<file path="src/rtl/slot_sched_pkg.sv">
package slot_sched_pkg;

    localparam int NUM_CORES = 16;
    localparam int TBL_DEPTH = 32;
    localparam int CORE_W    = $clog2(NUM_CORES);
    localparam int IDX_W     = $clog2(TBL_DEPTH);
    localparam int MOD_W     = IDX_W + 1;
    localparam int RESET_MOD = NUM_CORES;

    typedef logic [CORE_W-1:0] core_t;
    typedef logic [IDX_W-1:0]  idx_t;
    typedef logic [MOD_W-1:0]  mod_t;

    typedef struct packed {
        logic  valid;
        core_t core;
    } grant_t;

    // Usable wrap length: zero or beyond the table means the full table.
    function automatic mod_t span_of(input mod_t m);
        if (m == '0 || m > mod_t'(TBL_DEPTH))
            return mod_t'(TBL_DEPTH);
        return m;
    endfunction

    function automatic idx_t advance(input idx_t p, input mod_t m);
        mod_t inc;
        inc = mod_t'(p) + mod_t'(1);
        if (inc >= span_of(m))
            return '0;
        return inc[IDX_W-1:0];
    endfunction

endpackage

</file>
<file path="src/rtl/slot_table.sv">
module slot_table
    import slot_sched_pkg::*;
(
    input  logic   clk,
    input  logic   rst,
    input  logic   wr_en,
    input  idx_t   wr_addr,
    input  core_t  wr_data,
    input  idx_t   rd_addr,
    output grant_t rd_out
);

    core_t mem [TBL_DEPTH];

    always_ff @(posedge clk) begin
        if (rst) begin
            for (int i = 0; i < TBL_DEPTH; i++)
                mem[i] <= core_t'(i % NUM_CORES);
            rd_out <= '0;
        end else begin
            rd_out.valid <= 1'b1;
            rd_out.core  <= mem[rd_addr];
            if (wr_en)
                mem[wr_addr] <= wr_data;
        end
    end

endmodule

</file>
<file path="src/rtl/slot_pointer.sv">
module slot_pointer
    import slot_sched_pkg::*;
(
    input  logic clk,
    input  logic rst,
    input  logic mod_we,
    input  mod_t mod_data,
    output idx_t ptr,
    output mod_t mod_q
);

    always_ff @(posedge clk) begin
        if (rst) begin
            ptr   <= '0;
            mod_q <= mod_t'(RESET_MOD);
        end else if (mod_we) begin
            ptr   <= '0;
            mod_q <= mod_data;
        end else begin
            ptr   <= advance(ptr, mod_q);
        end
    end

endmodule

</file>
<file path="src/rtl/grant_decode.sv">
module grant_decode
    import slot_sched_pkg::*;
(
    input  grant_t               g,
    output logic [NUM_CORES-1:0] vec
);

    for (genvar c = 0; c < NUM_CORES; c++) begin : g_bit
        assign vec[c] = g.valid && (g.core == core_t'(c));
    end

endmodule

</file>
<file path="src/rtl/slot_sched.sv">
module slot_sched
    import slot_sched_pkg::*;
(
    input  logic                 clk,
    input  logic                 rst,
    input  logic                 tbl_we,
    input  logic [IDX_W-1:0]     tbl_addr,
    input  logic [CORE_W-1:0]    tbl_data,
    input  logic                 mod_we,
    input  logic [MOD_W-1:0]     mod_data,
    output logic                 grant_valid,
    output logic [CORE_W-1:0]    grant_id,
    output logic [NUM_CORES-1:0] grant_vec
);

    idx_t   ptr_q;
    mod_t   mod_q;
    grant_t grant;

    slot_pointer u_ptr (
        .clk      (clk),
        .rst      (rst),
        .mod_we   (mod_we),
        .mod_data (mod_data),
        .ptr      (ptr_q),
        .mod_q    (mod_q)
    );

    slot_table u_tbl (
        .clk     (clk),
        .rst     (rst),
        .wr_en   (tbl_we),
        .wr_addr (tbl_addr),
        .wr_data (tbl_data),
        .rd_addr (ptr_q),
        .rd_out  (grant)
    );

    grant_decode u_dec (
        .g   (grant),
        .vec (grant_vec)
    );

    assign grant_valid = grant.valid;
    assign grant_id    = grant.core;

endmodule

</file>
<file path="config.mk">
export PLATFORM = sky130hd
export DESIGN_NAME = slot_sched
export DESIGN_NICKNAME = d
export VERILOG_FILES = /design/src/rtl/slot_sched_pkg.sv /design/src/rtl/slot_table.sv /design/src/rtl/slot_pointer.sv /design/src/rtl/grant_decode.sv /design/src/rtl/slot_sched.sv
export SDC_FILE = /design/constraint.sdc
export NUM_CORES = 1
export LEC_CHECK = 0
export BUFFER_PORTS_ARGS = -buffer_cell sky130_fd_sc_hd__buf_4
export CORE_ASPECT_RATIO = 0.6
export CORE_MARGIN = 2
export CORE_UTILIZATION = 30
export DETAILED_ROUTE_END_ITERATION = 10
export HOLD_SLACK_MARGIN = 0.1
export PLACE_DENSITY = 0.55
export SLEW_MARGIN = 20
export SYNTH_ARGS = -nofsm -noshare
export SYNTH_HDL_FRONTEND = slang
export SYNTH_SLANG_ARGS = --single-unit
</file>
<file path="constraint.sdc">
create_clock -name clk -period 4.7 [get_ports clk]
set_input_delay 0.235 -clock clk [delete_from_list [all_inputs] [get_ports clk]]
set_output_delay 0.235 -clock clk [all_outputs]
set_load 0.02 [all_outputs]
</file>
==> results.txt <==
Initial antenna violation count - 0
Post-place setup slack - 2.12 ns
Setup TNS - 0 ns
Synth top area cells - edfxtp_1, mux4_1, dfxtp_1
Critical-path cell list - mux4_1, nor2b_1, a211oi_1, a31oi_1, o211a_1
Final Setup Violations - 0
Flop pwr share - 47.5%
Critical Path AT - 2.88 ns
Post-synth top area cell - edfxtp_1
Endpoints failing hold - 0
Worst-path maximum fanout - 29
Core Box Area - 22900 um^2
Status - finished, final reports clean
Initial Util - 30.4%
Met1 Usage GRT - 22.8%
Finished Core Util - 35.5%
Clock skew - 0.00947 ns
FFs w/ async S/R, synth - 0%
Synth top area share - 55.3%
Worst VDD drop - 0.000251 V
Synth unique cells - 37
Met3 usage in global routing - 3.45%
Post-Place Cells - 874
Dominant synthesized flop cell - edfxtp_1
N_diodes - 0
IO Pins - 40
Fin crit share - 54.5%
H-tree levels - 4
Root buffer cell - clkbuf_16
Share of cells above drive strength 1 - 17.8%
Clock transition at the registers of the reported paths - 0.07 ns
1st-iter DRT viols - 345
Hold buffers post-CTS - 9
Number of synthesized flops with an enable pin - 128
Worst EP required - 5.01 ns
Layout area overhead - 17.1%
Detailed-route via count - 4776
Site row count - 43
Bufs on Longest Clock Path - 2
Yosys reg bits - 144
# Post-CTS Setup Buffers - 0
Fin area - 8140 um^2
Remaining Overflow, GRT - 0
Fmax achieved - 390 MHz
First-pass DRT Iterations - 5
Final ANT Viol Nets - 0
CP max stage cell - dfxtp_2
Slowest stage delay, CP - 0.93 ns
DPL Wire Length - 11800 um
Logic gate share of total power - 8.3%
YS warnings - 0
RSZ-0062 raised after global routing - no
TritonCTS clock tree - built
CP bufs+invs - 0
Worst-margin pin slew - 0.941 ns
Syn Nets - 586
# port buffers - 39
FF-to-FF setup slack - 2.14 ns
Wirelength, routed - 18000 um
Sw Share - 25.1%
Clock share of power - 44.2%
Crit path capture type - register
Synthesized area - 6960 um^2
GR peak layer - met1
Cell Pwr Density - 388 nW/um^2
Vias in the first global route - 4733
Die height - 122 um
Die area - 24500 um^2
Leak - 2.69 nW
Seq/Total Area, Yosys - 59.9%
CP startpoint kind - register
DRC Markers - 0
Clk_lat worst skew - 0.43 ns
Routing usage on met2 - 22.6%
Slew Viols, Final - 0
CTS sink cnt - 144
Largest net degree at the start of global routing - 37
Via density - 5.22
Routed len/inst - 19.7 um
Mean Syn Cell Area - 12.4 um^2
CTS buffer count - 17
Global-route wire length before repair - 27900 um
Die W - 201 um
Area after detailed placement - 7450 um^2
Most common cell after layout, fill and taps aside - edfxtp_1
Gpl congestion - 0.813
Setup ws final - 2.14 ns
Min Tclk post-route - 2.56 ns
Number of cells upsized or downsized after cts - 0
Fin cells - 915
Cell family with most CP delay - flip-flops
Hold Crit Class - in -> reg
Total track usage - 15.4%
Critical path type - reg -> reg
NetSw - 0.791 mW
Slew headroom - 37.3%
Hold_ws - 0.112 ns
P_int - 2.37 mW
Cells after synthesis - 560
Final Total Pwr - 3.16 mW
Nets - 613
Max-capacitance violation count - 0
Most frequent cells in the layout - edfxtp_1, nand2_1, nor3_1
==> worst register-to-register path: cells and delay by family (launching register included) <==
family,cells,cell delay (ns)
flip-flops,1,0.93
AO/OA/AOI/OAI,3,0.72
multiplexers,1,0.66
AND/OR/NAND/NOR,1,0.14
==> sequential cells by signal (all words and copies together) (netlist names) <==
| name | count |
|---|---|
| u_tbl.mem | 128 |
| u_ptr.mod_q | 6 |
| u_ptr.ptr | 5 |
| u_tbl.rd_out | 5 |
==> per-layer routing <==
layer,routed length (um),vias up
met5,0,-
met4,187,0
met3,1420,20
met2,7470,219
met1,8970,2393
li1,-,2144
==> power by group through the flow <==
stage	combinational (mW)	sequential [mW]	clock, mW
floorplan	0.179	1.50	0
global route	0.283	1.51	1.45
finish	0.262	1.50	1.39
CTS	0.261	1.50	1.40
global placement	0.249	1.53	0
detailed placement	0.253	1.53	0
==> path summary, 6_finish.rpt <==
path,from,end,cells past startpoint
setup / recovery,u_ptr.ptr[0],u_tbl.rd_out[3],5
hold / removal,rst,u_ptr.mod_q[2],2
setup reg to reg,u_ptr.ptr[0],u_tbl.rd_out[3],5
hold reg to reg,u_ptr.mod_q[4],u_ptr.mod_q[4],2
==> area by class of cell <==
type	instances	area, um^2
well taps	315	394
flip-flops and latches	144	4170
inverters	6	22.5
fillers	2248	14800
clock inverters	15	175
repair buffers	56	443
multi-input cells	362	2520
clock buffers	17	425
==> cells in the mapped netlist (all sizes together), types with 2 or more instances <==
master  instances
a211oi          6
a21oi          10
a221o           4
a31oi           4
and2            6
buf            15
clkbuf         33
dfxtp          16
edfxtp        128
ha              7
inv             5
mux2            8
mux2i          18
mux4           24
nand2          63
nand2b         15
nand3           8
nand3b          6
nor2           50
nor2b           7
nor3           55
o211a           4
o21ai          27
o22ai           4
or2             5
or3            23
or3b            4
xnor2           2
==> cells by family (layout without fill, tap and decap cells) <==
family	after synthesis	count (layout)	synth area share, %
AOI/OAI and AO/OA	60	60	5.29
xor gates and xnor gates	3	3	0.378
adders and majority gates	7	7	1.26
buffers and inverters	54	94	3.94
DFF	144	144	59.9
muxes	50	50	12.5
and+or+nand+nor	242	242	16.8
No activity file was read; power rests on OpenSTA's default activity.
